===== config.mk =====
export PLATFORM = sky130hd
export DESIGN_NAME = smiPowerIrq
export DESIGN_NICKNAME = d
export VERILOG_FILES = /design/src/rtl/smiPkg.sv /design/src/rtl/smiCtrl.sv /design/src/rtl/smiDatapath.sv /design/src/rtl/smiPowerIrq.sv
export SDC_FILE = /design/constraint.sdc
export NUM_CORES = 1
export LEC_CHECK = 0
export BUFFER_PORTS_ARGS = -buffer_cell sky130_fd_sc_hd__buf_2
export CORE_AREA = 2 2 39 41
export DETAILED_ROUTE_END_ITERATION = 10
export DIE_AREA = 0 0 41 43
export MAX_ROUTING_LAYER = met4
export PLACE_DENSITY = 0.69
export SYNTH_ARGS = -nofsm -noshare
export SYNTH_HDL_FRONTEND = slang
export SYNTH_HIERARCHICAL = 1
export SYNTH_SLANG_ARGS = --single-unit

===== constraint.sdc =====
create_clock -name clk -period 1 [get_ports clk]
set_input_delay 0.1 -clock clk [delete_from_list [all_inputs] [get_ports clk]]
set_output_delay 0.1 -clock clk [all_outputs]
set_load 0.05 [all_outputs]

===== src/rtl/smiPkg.sv =====
package smiPkg;
  localparam int SockCnt  = 2;
  localparam int SockW    = (SockCnt > 1) ? $clog2(SockCnt) : 1;
  localparam int RouteBit = 26;
  localparam int StatBit  = 25;
  localparam int EnBit    = 24;
  localparam int PinCnt   = 7;
  localparam int PinSelW  = $clog2(PinCnt);
  localparam int IrqPinA  = 3;
  localparam int IrqPinB  = 6;

  // strobes from control to datapath, valid for one cycle
  typedef struct packed {
    logic [SockCnt-1:0] setPend;
    logic [SockCnt-1:0] clrPend;
    logic               cfgLoad;
    logic               enVal;
    logic               routeVal;
  } smiStrobe_t;
endpackage


===== src/rtl/smiCtrl.sv =====
module smiCtrl
  import smiPkg::*;
(
  input  logic                    clk,
  input  logic                    rstN,
  input  logic [SockCnt-1:0]      sockCtrlWr,
  input  logic [SockCnt-1:0]      pwrCtrlWr,
  input  logic [SockCnt-1:0]      seqLaunch,
  input  logic                    cfgWr,
  input  logic [SockW-1:0]        cfgSock,
  input  logic [RouteBit:EnBit]   cfgCtlBits,
  input  logic                    smiEn,
  output smiStrobe_t              strobe
);

  logic [SockCnt-1:0] armed;
  logic [SockCnt-1:0] armNow;
  logic [SockCnt-1:0] setVec;
  logic [SockCnt-1:0] clrVec;

  genvar s;
  generate
    for (s = 0; s < SockCnt; s++) begin : gSock
      // a power-related write arms the socket; the launch consumes the arm
      assign armNow[s] = armed[s] | sockCtrlWr[s] | pwrCtrlWr[s];
      assign setVec[s] = seqLaunch[s] & armNow[s] & smiEn;
      assign clrVec[s] = cfgWr & cfgCtlBits[StatBit] & (cfgSock == SockW'(s));

      always_ff @(posedge clk) begin
        if (!rstN) armed[s] <= 1'b0;
        else       armed[s] <= armNow[s] & ~seqLaunch[s];
      end

      AST_SET_NEEDS_LAUNCH: assert property (@(posedge clk) disable iff (!rstN)
        strobe.setPend[s] |-> (seqLaunch[s] && smiEn));

      AST_DISABLED_NO_SET: assert property (@(posedge clk) disable iff (!rstN)
        !smiEn |-> !strobe.setPend[s]);
    end
  endgenerate

  always_comb begin
    strobe.setPend  = setVec;
    strobe.clrPend  = clrVec;
    strobe.cfgLoad  = cfgWr;
    strobe.enVal    = cfgCtlBits[EnBit];
    strobe.routeVal = cfgCtlBits[RouteBit];
  end

endmodule


===== src/rtl/smiDatapath.sv =====
module smiDatapath
  import smiPkg::*;
(
  input  logic                 clk,
  input  logic                 rstN,
  input  smiStrobe_t           strobe,
  input  logic [SockCnt-1:0]   cscEdgeMode,
  input  logic [PinSelW-1:0]   irq2PinSel,
  output logic                 smiEn,
  output logic                 smiRoute,
  output logic [SockCnt-1:0]   smiPend,
  output logic [SockCnt-1:0]   cscIrq,
  output logic                 irq2Serial,
  output logic [PinCnt-1:0]    mfPinN
);

  logic               enReg;
  logic               routeReg;
  logic [SockCnt-1:0] pendReg;
  logic [SockCnt-1:0] prevPend;
  logic               irq2Active;

  always_ff @(posedge clk) begin
    if (!rstN) begin
      enReg    <= 1'b0;
      routeReg <= 1'b0;
    end else if (strobe.cfgLoad) begin
      enReg    <= strobe.enVal;
      routeReg <= strobe.routeVal;
    end
  end

  genvar s;
  generate
    for (s = 0; s < SockCnt; s++) begin : gSock
      always_ff @(posedge clk) begin
        if (!rstN) begin
          pendReg[s]  <= 1'b0;
          prevPend[s] <= 1'b0;
        end else begin
          // set has priority over write-one-to-clear
          pendReg[s]  <= strobe.setPend[s] | (pendReg[s] & ~strobe.clrPend[s]);
          prevPend[s] <= pendReg[s];
        end
      end

      logic edgeHit;
      assign edgeHit   = pendReg[s] & ~prevPend[s];
      assign cscIrq[s] = ~routeReg & (cscEdgeMode[s] ? edgeHit : pendReg[s]);

      AST_RISE_NEEDS_EN: assert property (@(posedge clk) disable iff (!rstN)
        (pendReg[s] && !$past(pendReg[s])) |-> $past(enReg));

      AST_SET_WINS: assert property (@(posedge clk) disable iff (!rstN)
        $past(strobe.setPend[s]) |-> pendReg[s]);

      AST_CLEAR_TAKES: assert property (@(posedge clk) disable iff (!rstN)
        $past(strobe.clrPend[s] && !strobe.setPend[s]) |-> !pendReg[s]);

      AST_EDGE_ONE_CYCLE: assert property (@(posedge clk) disable iff (!rstN)
        (cscEdgeMode[s] && $past(cscEdgeMode[s]) && $past(cscIrq[s])) |-> !cscIrq[s]);
    end
  endgenerate

  assign irq2Active = routeReg & (|pendReg);
  assign irq2Serial = irq2Active;

  genvar p;
  generate
    for (p = 0; p < PinCnt; p++) begin : gPin
      if (p == IrqPinA || p == IrqPinB) begin : gLegal
        assign mfPinN[p] = ~(irq2Active & (irq2PinSel == PinSelW'(p)));
      end else begin : gIdle
        assign mfPinN[p] = 1'b1;
      end
    end
  endgenerate

  assign smiEn    = enReg;
  assign smiRoute = routeReg;
  assign smiPend  = pendReg;

endmodule


===== src/rtl/smiPowerIrq.sv =====
module smiPowerIrq
  import smiPkg::*;
(
  input  logic                  clk,
  input  logic                  rstN,
  input  logic [SockCnt-1:0]    sockCtrlWr,
  input  logic [SockCnt-1:0]    pwrCtrlWr,
  input  logic [SockCnt-1:0]    seqLaunch,
  input  logic                  cfgWr,
  input  logic [SockW-1:0]      cfgSock,
  input  logic [RouteBit:EnBit] cfgCtlBits,
  input  logic [SockCnt-1:0]    cscEdgeMode,
  input  logic [PinSelW-1:0]    irq2PinSel,
  output logic                  smiEnOut,
  output logic                  smiRouteOut,
  output logic [SockCnt-1:0]    smiPend,
  output logic [SockCnt-1:0]    cscIrq,
  output logic                  irq2Serial,
  output logic [PinCnt-1:0]     mfPinN
);

  smiStrobe_t strobe;
  logic       enWire;

  smiCtrl uCtrl (
    .clk        (clk),
    .rstN       (rstN),
    .sockCtrlWr (sockCtrlWr),
    .pwrCtrlWr  (pwrCtrlWr),
    .seqLaunch  (seqLaunch),
    .cfgWr      (cfgWr),
    .cfgSock    (cfgSock),
    .cfgCtlBits (cfgCtlBits),
    .smiEn      (enWire),
    .strobe     (strobe)
  );

  smiDatapath uDp (
    .clk         (clk),
    .rstN        (rstN),
    .strobe      (strobe),
    .cscEdgeMode (cscEdgeMode),
    .irq2PinSel  (irq2PinSel),
    .smiEn       (enWire),
    .smiRoute    (smiRouteOut),
    .smiPend     (smiPend),
    .cscIrq      (cscIrq),
    .irq2Serial  (irq2Serial),
    .mfPinN      (mfPinN)
  );

  assign smiEnOut = enWire;

  AST_ONE_PIN_LOW: assert property (@(posedge clk) disable iff (!rstN)
    $countones(~mfPinN) <= 1);

  AST_ROUTE_EXCLUSIVE: assert property (@(posedge clk) disable iff (!rstN)
    irq2Serial |-> (cscIrq == '0));

  AST_CFG_LOADS: assert property (@(posedge clk) disable iff (!rstN)
    $past(cfgWr) |-> (smiEnOut == $past(cfgCtlBits[EnBit])));

endmodule


==> impl_metrics.toml, run 1 <==
[critical_path]
path_max_fanout = 3
rr_endpoint = "uDp/smiPend[0]"
cpPeakStageDelay_ps = 350
r2r_slack_ps = 120
critPathRequiredTime_ps = 900
crit_path_end_kind = "primary output"
r2r_start = "uDp/smiPend[0]"
crit_path_cell_trace = "o211a_1 > nand3b_1 > buf_6"
arrival_ps = 1080
cpLargestDelayFamily = "flip-flops"
cpMaxStageDelayCell = "dfxtp_4"
reg2reg_depth = 3
path_buf_inv = 1
path_class = "register to primary output"
start_kind = "register"

[pwr]
power.density_mw_per_mm2 = 1210
vdd_drop_max_uv = 549
finalPower_uw = 803
p_leak_uw = 0.000321

[synthesis]
synth_top_family_by_area = "simple AND/OR/NAND/NOR gates"
synth-simple-area-share_pct = 28.2
ys_warn_count = 6
synthMuxAreaShare_pct = 4.80
synth_fa_ha_area_share_pct = 0
ys_ff_latch = 8
synth_xor_area_share_pct = 0
syn_area_um2 = 417
yosysUniqueCellTypes = 17
ys_seq_area_share_pct = 38.4
synth_cells = 46
synth.avg_cell_area_um2 = 9.06
synth_compound_area_share_pct = 11.4

[final_layout]
antenna_cells = 0
final_cells = 90
drive_above_1_share_pct = 55.4
fin_nets = 93
area_growth_pct = 59.8

[grt]
grt_usage_pct = 10.7
grt_pass1_vias = 325
antenna_found_initial = 0
grt_max_degree = 9
grt_pass1_wl_um = 1250
grt_overflow = 0

[sta]
fin_skew_ps = 7.32
tns_ps = -774
fin_crit_ps = 1180
holdWs_ps = 17.9
rsz0062_at_grt = "yes"
post-route-period-util_pct = 118
fmax_mhz = 844
drv_slew = 0
hold_viol = 0
setup_ws_ps = -184
setup_viol = 5

[placement]
numPlacedInstances = 86
globalplace.congestion = 0.710
port_buffers = 26
dp_slack_ps = 12.5
hpwl_um = 662

[drt]
wl_per_cell_um = 8.93
drtIter0Drc = 2
ant_nets = 0
drc_errors = 0
wl_um = 804
first_pass_iters = 2
vias = 375
vias_per_cell = 4.17

[clock_tree]
cts-buffers-inserted = 3
clock_latency_ps = 250
htree_num_levels = 1
cts_tree = "done"
clk_pin_slew_worst_paths_ps = 60
clkSinkCount = 8
ctsLongestPathBuffers = 2
root_buffer = "clkbuf_4"

[die]
rows = 14
dieHeight_um = 43
start_util_pct = 30.1
die_w_um = 41
core_area_mm2 = 0.00138
dieArea_mm2 = 0.00176
ios = 32

[outcome]
outcome = "complete, but fails checks"
violations = "setup timing"

[min_path]
hold-path-endpoint = "uCtrl/armed[1]"
min-delay-start = "seqLaunch[1]"
hold_depth = 2
hp-class = "input pin to register"

[job]
max_cap_viol_count = 0
## routing by layer
| metal | routed length [µm] | vias up | GRT usage, % |
|---|---|---|---|
| met3 | 95 | 0 | 3.14 |
| li1 | - | 195 | - |
| met2 | 353 | 26 | 12.5 |
| met4 | 0 | 0 | 8.00 |
| met1 | 355 | 154 | 15.0 |
| met5 | 0 | - | - |
## layout make-up
type                       count  area, µm²
multi-input combinational     32        229
inverter                       2       10.0
fill                         143        718
clock buffer                   4       26.3
timing repair buffer          28        209
sequential                     8        171
tap                           16       20.0
## worst max path at each step
stage | startpoint | endpoint | slack [ps] | cells past startpoint
2_1_floorplan | uDp/smiRoute | mfPinN[3] | -150 | 2
3_3_place_gp | uDp/smiPend[0] | mfPinN[3] | 20 | 3
3_5_place_dp | uDp/smiPend[0] | mfPinN[3] | 10 | 3
4_1_cts | uDp/smiPend[1] | mfPinN[3] | -190 | 3
5_1_grt | uDp/smiPend[0] | mfPinN[3] | -240 | 3
6_report | uDp/smiPend[0] | mfPinN[6] | -180 | 3
## cell families after synthesis
logic type | after synthesis
DFF | 8
other | 1
and+or+nand+nor | 19
buffers and inverters | 10
AOI/OAI and AO/OA | 6
muxes | 2
## registers in the layout, indices dropped and copies added, names as in the netlist
register,count
uCtrl/armed,2
uDp/smiPend,2
uDp/smiRoute,1
uDp/smiEn,1
uDp/prevPend,2
## stage by stage
step | util (%) | instance area (µm²)
floorplan | - | 468
global placement | 41.4 | 573
detailed placement | 41.4 | 573
CTS | 46.8 | 648
global route | 48.1 | 666
finish | 48.1 | 666
## cells in the mapped netlist, drive strengths merged
cell type,number,area (µm²)
buf,8,60.1
dfxtp,8,160
nor2b,4,25.0
nand2,3,11.3
nor2,3,11.3
o21a,3,22.5
a211oi,2,15.0
and2,2,13.8
inv,2,7.51
mux2i,2,20.0
nand3b,2,15.0
nor3,2,20.0
nor3b,2,15.0
and3,1,6.26
conb,1,3.75
o211a,1,10.0
## what timing repair did
item | CTS | global route
setup buffers | 0 | 0
pin swaps | 5 | 4
hold buffers | 0 | 0
gates resized for setup | 16 | 5
endpoints found under the setup margin | 9 | 8
## power breakdown
part | internal [µW] | switching [µW]
clock | 152 | 104
combinational | 76.1 | 125
sequential | 330 | 16.2
total | 558 | 245
## cell usage in the layout, fill, tap and decap left out, drive strengths merged
cell / n
mux2i: 2
dfxtp: 8
a211oi: 2
nor3: 2
o211a: 1
and2: 2
conb: 5
nor2: 3
nand2: 3
o21a: 3
buf: 28
nor2b: 4
and3: 1
nor3b: 2
nand3b: 2
clkbuf: 4
inv: 2
(Power assumes the default switching activity.)
==> inputs of run 2 (changes only) <==
--- a/config.mk
+++ b/config.mk
@@ -5,13 +5,15 @@
 export SDC_FILE = /design/constraint.sdc
 export NUM_CORES = 1
 export LEC_CHECK = 0
-export BUFFER_PORTS_ARGS = -buffer_cell sky130_fd_sc_hd__buf_2
+export BUFFER_PORTS_ARGS = -buffer_cell sky130_fd_sc_hd__buf_4
 export CORE_AREA = 2 2 39 41
 export DETAILED_ROUTE_END_ITERATION = 10
 export DIE_AREA = 0 0 41 43
+export GPL_TIMING_DRIVEN = 0
 export MAX_ROUTING_LAYER = met4
 export PLACE_DENSITY = 0.69
 export SYNTH_ARGS = -nofsm -noshare
 export SYNTH_HDL_FRONTEND = slang
 export SYNTH_HIERARCHICAL = 1
 export SYNTH_SLANG_ARGS = --single-unit
+export TNS_END_PERCENT = 20
==> run 2 against run 1 <==
- the flow still finishes with violations (setup timing)
- sequential power about the same
- hold slack worse by 3.5 ps
- power up 3.0%
- count of clock-buffer cells in the layout unchanged
- register-to-register slack got worse by 100 ps
- first-iteration DRC count rose to 4.0 times the previous value
- utilization increased by 4.5 points
- via count grew 8.5%
- wire length up 7.6%
- final cell count increased by 6.7%
- largest cell class is now buffers
- largest power group unchanged
==> impl_metrics.toml, run 2 (same netlist as run 1, synthesis figures left out) <==
[placement]
globalplace.congestion = 0.668
numPlacedInstances = 90
hpwl_um = 684
dp_slack_ps = 54.3
port_buffers = 24

[die]
dieArea_mm2 = 0.00176
rows = 14
dieHeight_um = 43
die_w_um = 41
ios = 32
start_util_pct = 30.1
core_area_mm2 = 0.00138

[clock_tree]
ctsLongestPathBuffers = 2
cts_tree = "done"
clkSinkCount = 8
holdBufCountCts = 0
clk_pin_slew_worst_paths_ps = 60
root_buffer = "clkbuf_4"
htree_num_levels = 1
cts-buffers-inserted = 3
clock_latency_ps = 250

[sta]
setup_viol = 5
fin_skew_ps = 7.45
fmax_mhz = 844
setup_ws_ps = -185
holdWs_ps = 14.4
fin_crit_ps = 1180
rsz0062_at_grt = "yes"
post-route-period-util_pct = 118
tns_ps = -754
hold_viol = 0
drv_slew = 0

[pwr]
internal-power_uw = 585
switchingPower_uw = 243
p_comb_share_pct = 27.5
switching_share_pct = 29.4
vdd_drop_max_uv = 785
p_leak_uw = 0.000355
pwr-share-seq_pct = 41.9
power.density_mw_per_mm2 = 1140
power_frac_clock_pct = 30.6

[final_layout]
nFillCells = 141
antenna_cells = 0
utilization_pct = 52.6
final_common_cell = "buf_4"
fin_nets = 99
layout_common_cells = "29 x buf_4, 5 x buf_6, 5 x dfxtp_1, 5 x conb_1, 4 x nor2b_1"
final_cells = 96
drive_above_1_share_pct = 57.5
area_growth_pct = 74.8

[critical_path]
start_kind = "register"
crit_path_cell_trace = "o211a_1 > nand3b_1 > buf_6"
cpPeakStageDelay_ps = 350
cpMaxStageDelayCell = "dfxtp_4"
cpLargestDelayFamily = "flip-flops"
arrival_ps = 1080
critPathRequiredTime_ps = 900
path_class = "register to primary output"
path_max_fanout = 4
path_buf_inv = 1
crit_path_end_kind = "primary output"

[drt]
ant_nets = 0
wl_um = 865
vias_per_cell = 4.24
drc_errors = 0
drtIter0Drc = 8
wl_per_cell_um = 9.01
vias = 407
first_pass_iters = 3

[grt]
grt_max_degree = 9
grt_pass1_wl_um = 1370
grt_pass1_vias = 347
antenna_found_initial = 0
grt_usage_pct = 11.5
grt_overflow = 0

[min_path]
hp-class = "input pin to register"

[outcome]
outcome = "complete, but fails checks"
violations = "setup timing"

[job]
max_cap_viol_count = 0
==> run 2: stage by stage <==
step,instance area [µm²],power (µW)
after CTS,721,838
after global routing,728,881
final,728,828
after floorplan,468,494
after global placement,668,571
after detailed placement,668,574
==> run 2: final timing paths <==
path,to,startpoint,slack [ps],cells after the start
worst max-delay path,mfPinN[3],uDp/smiPend[0],-180,3
worst min-delay path,uCtrl/armed[0],seqLaunch[0],10,2
worst max register to register,uDp/smiPend[0],uDp/smiPend[0],20,4
worst min register to register,uDp/prevPend[1],uDp/smiPend[1],510,1
==> run 2: cell type report <==
type                            count  area (µm²)  area share (%)
Multi-Input combinational cell     32         229            31.4
Buffer                              8        60.1            8.25
Tap cell                           16        20.0            2.75
Clock buffer                        4        26.3            3.61
Timing Repair Buffer               26         214            29.4
Inverter                            2        7.51            1.03
Sequential cell                     8         171            23.5
==> run 2: power by group through the flow <==
| stage | logic (µW) | registers [µW] | clock network, µW |
|---|---|---|---|
| after floorplan | 116 | 378 | 0 |
| after global placement | 217 | 354 | 0 |
| after detailed placement | 220 | 354 | 0 |
| after CTS | 225 | 348 | 265 |
| after global routing | 243 | 349 | 289 |
| final | 228 | 346 | 254 |
==> run 2: timing repair <==
action	in CTS	in global routing
setup endpoints to repair	5	5
pin swaps	3	3
resized for setup	5	0
buffers inserted	1	1
==> run 2: per-layer routing <==
layer / routed length, µm / GRT usage [%] / vias up
met3: 113 / 3.66 / 2
li1: - / - / 207
met4: 4 / 6.00 / 0
met2: 427 / 17.8 / 24
met5: 0 / - / -
met1: 320 / 12.3 / 174
==> inputs of run 3 (changes only) <==
--- a/config.mk
+++ b/config.mk
@@ -12,6 +12,7 @@
 export GPL_TIMING_DRIVEN = 0
 export MAX_ROUTING_LAYER = met4
 export PLACE_DENSITY = 0.69
+export REMOVE_ABC_BUFFERS = 1
 export SYNTH_ARGS = -nofsm -noshare
 export SYNTH_HDL_FRONTEND = slang
 export SYNTH_HIERARCHICAL = 1
==> run 3 against run 2 <==
- largest power group unchanged
- global-route usage is 0.95 points lower
- flip-flop and latch count stayed put
- hold slack better by 3.2 ps
- fmax is 0.10% higher
- non-clock buffer count is 6 lower
- wire length is 6.8% lower
- critical path depth stayed put
- die area stayed put
- worst setup slack better by 1.2 ps
- the flow still finishes with violations (setup timing)
- count of clock-buffer cells in the layout is 1 lower
- first-iteration DRC count is 75% lower
==> impl_metrics.toml, run 3 (same netlist as run 1, synthesis figures left out) <==
[sta]
holdWs_ps = 17.6
fmax_mhz = 845
post-route-period-util_pct = 118
fin_crit_ps = 1180
setup_ws_ps = -184
rsz0062_at_grt = "yes"
hold_viol = 0
fin_skew_ps = 1.59
setup_viol = 5
drv_slew = 0

[clock_tree]
root_buffer = "clkbuf_4"
clkSinkCount = 8
ctsLongestPathBuffers = 2
cts_tree = "done"
cts-buffers-inserted = 3
holdBufCountCts = 0
clock_latency_ps = 240
clk_pin_slew_worst_paths_ps = 50
htree_num_levels = 1

[pwr]
vdd_drop_max_uv = 968
power.density_mw_per_mm2 = 1180
p_leak_uw = 0.000330

[die]
dieArea_mm2 = 0.00176
core_area_mm2 = 0.00138
rows = 14
die_w_um = 41
start_util_pct = 30.1
ios = 32
dieHeight_um = 43

[drt]
wl_um = 806
wl_per_cell_um = 9.06
vias = 384
vias_per_cell = 4.31
ant_nets = 0
first_pass_iters = 2
drc_errors = 0
drtIter0Drc = 2

[grt]
grt_pass1_vias = 329
grt_max_degree = 9
antenna_found_initial = 0
grt_overflow = 0
grt_usage_pct = 10.5
grt_pass1_wl_um = 1190

[placement]
globalplace.congestion = 0.678
port_buffers = 26
dp_slack_ps = 45.2
hpwl_um = 614

[final_layout]
antenna_cells = 0
area_growth_pct = 59.2
layout_common_cells = "22 x buf_4, 6 x buf_6, 5 x dfxtp_1, 5 x conb_1, 4 x nor2b_1"
nFillCells = 145
seq_area_um2 = 166
final_common_cell = "buf_4"
drive_above_1_share_pct = 53.4
fin_nets = 93
multi_input_area_um2 = 214

[critical_path]
cpMaxStageDelayCell = "dfxtp_4"
path_class = "register to primary output"
arrival_ps = 1080
cpPeakStageDelay_ps = 350
crit_path_end_kind = "primary output"
path_max_fanout = 4
critPathRequiredTime_ps = 900
crit_path_cell_trace = "o211a_1 > nand3b_1 > buf_6"
start_kind = "register"

[min_path]
hp-class = "input pin to register"

[job]
max_cap_viol_count = 0

[outcome]
outcome = "complete, but fails checks"
violations = "setup timing"
## run 3: cell count changes in the layout (fill, tap and decap cells not counted)
cell      change
inv_1         +1
inv_2         -1
buf_6         +1
a211oi_4      -2
clkbuf_1      -1
dfxtp_2       +2
buf_4         -7
a211oi_2      +2
dfxtp_4       -2
## run 3: per-stage QoR
stage | setup TNS [ps] | area, µm² | util [%] | instances | power (µW)
3_3_place_gp | 0 | 587 | 42.4 | 84 | 545
6_report | -742 | 663 | 47.9 | 89 | 785
5_1_grt | -1000 | 663 | 47.9 | 89 | 838
4_1_cts | -718 | 633 | 45.8 | 87 | 796
2_1_floorplan | -3150 | 372 | - | 42 | 464
3_5_place_dp | 0 | 587 | 42.4 | 84 | 547
## run 3: final cells by class
type                            count  area share (%)
Clock buffer                        3            3.40
Inverter                            2            1.13
Multi-Input combinational cell     32            32.3
Sequential cell                     8            25.1
Tap cell                           16            3.02
Timing Repair Buffer               28            35.1
## run 3: repair_timing
action	in CTS	in global routing
setup buffers	0	2
setup endpoints to repair	6	5
pin swaps	0	2
resized for setup	8	4
## run 3: power breakdown
| group | leakage [µW] | internal, µW | switching, µW | total (µW) |
|---|---|---|---|---|
| registers | 0.0000671 | 333 | 12.7 | 346 |
| clock network | 0.0000138 | 136 | 96.9 | 233 |
| logic | 0.000249 | 85.9 | 120 | 206 |
| total | 0.000330 | 556 | 230 | 785 |
## run 3: layer usage
layer / up-vias / part of all wire, % / GRT usage [%]
li1: 195 / - / -
met1: 161 / 39 / 9.68
met2: 26 / 46 / 16.9
met3: 2 / 15 / 6.28
met4: 0 / 0.74 / 4.00
met5: - / 0 / -
## run 3: worst paths after layout
| path | slack [ps] | endpoint | cells past startpoint | startpoint |
|---|---|---|---|---|
| max | -180 | mfPinN[3] | 3 | uDp/smiPend[1] |
| min | 20 | uCtrl/armed[0] | 2 | seqLaunch[0] |
| max reg2reg | 150 | uDp/smiPend[1] | 3 | uDp/smiPend[1] |
| min reg2reg | 520 | uDp/prevPend[0] | 1 | uDp/smiPend[0] |
## run 3: worst max-delay path: cells and delay by family (launching register included)
| kind | cells | cell delay, ps |
|---|---|---|
| AOI/OAI and AO/OA | 1 | 240 |
| buffers and inverters | 1 | 160 |
| DFF | 1 | 350 |
| and+or+nand+nor | 1 | 100 |
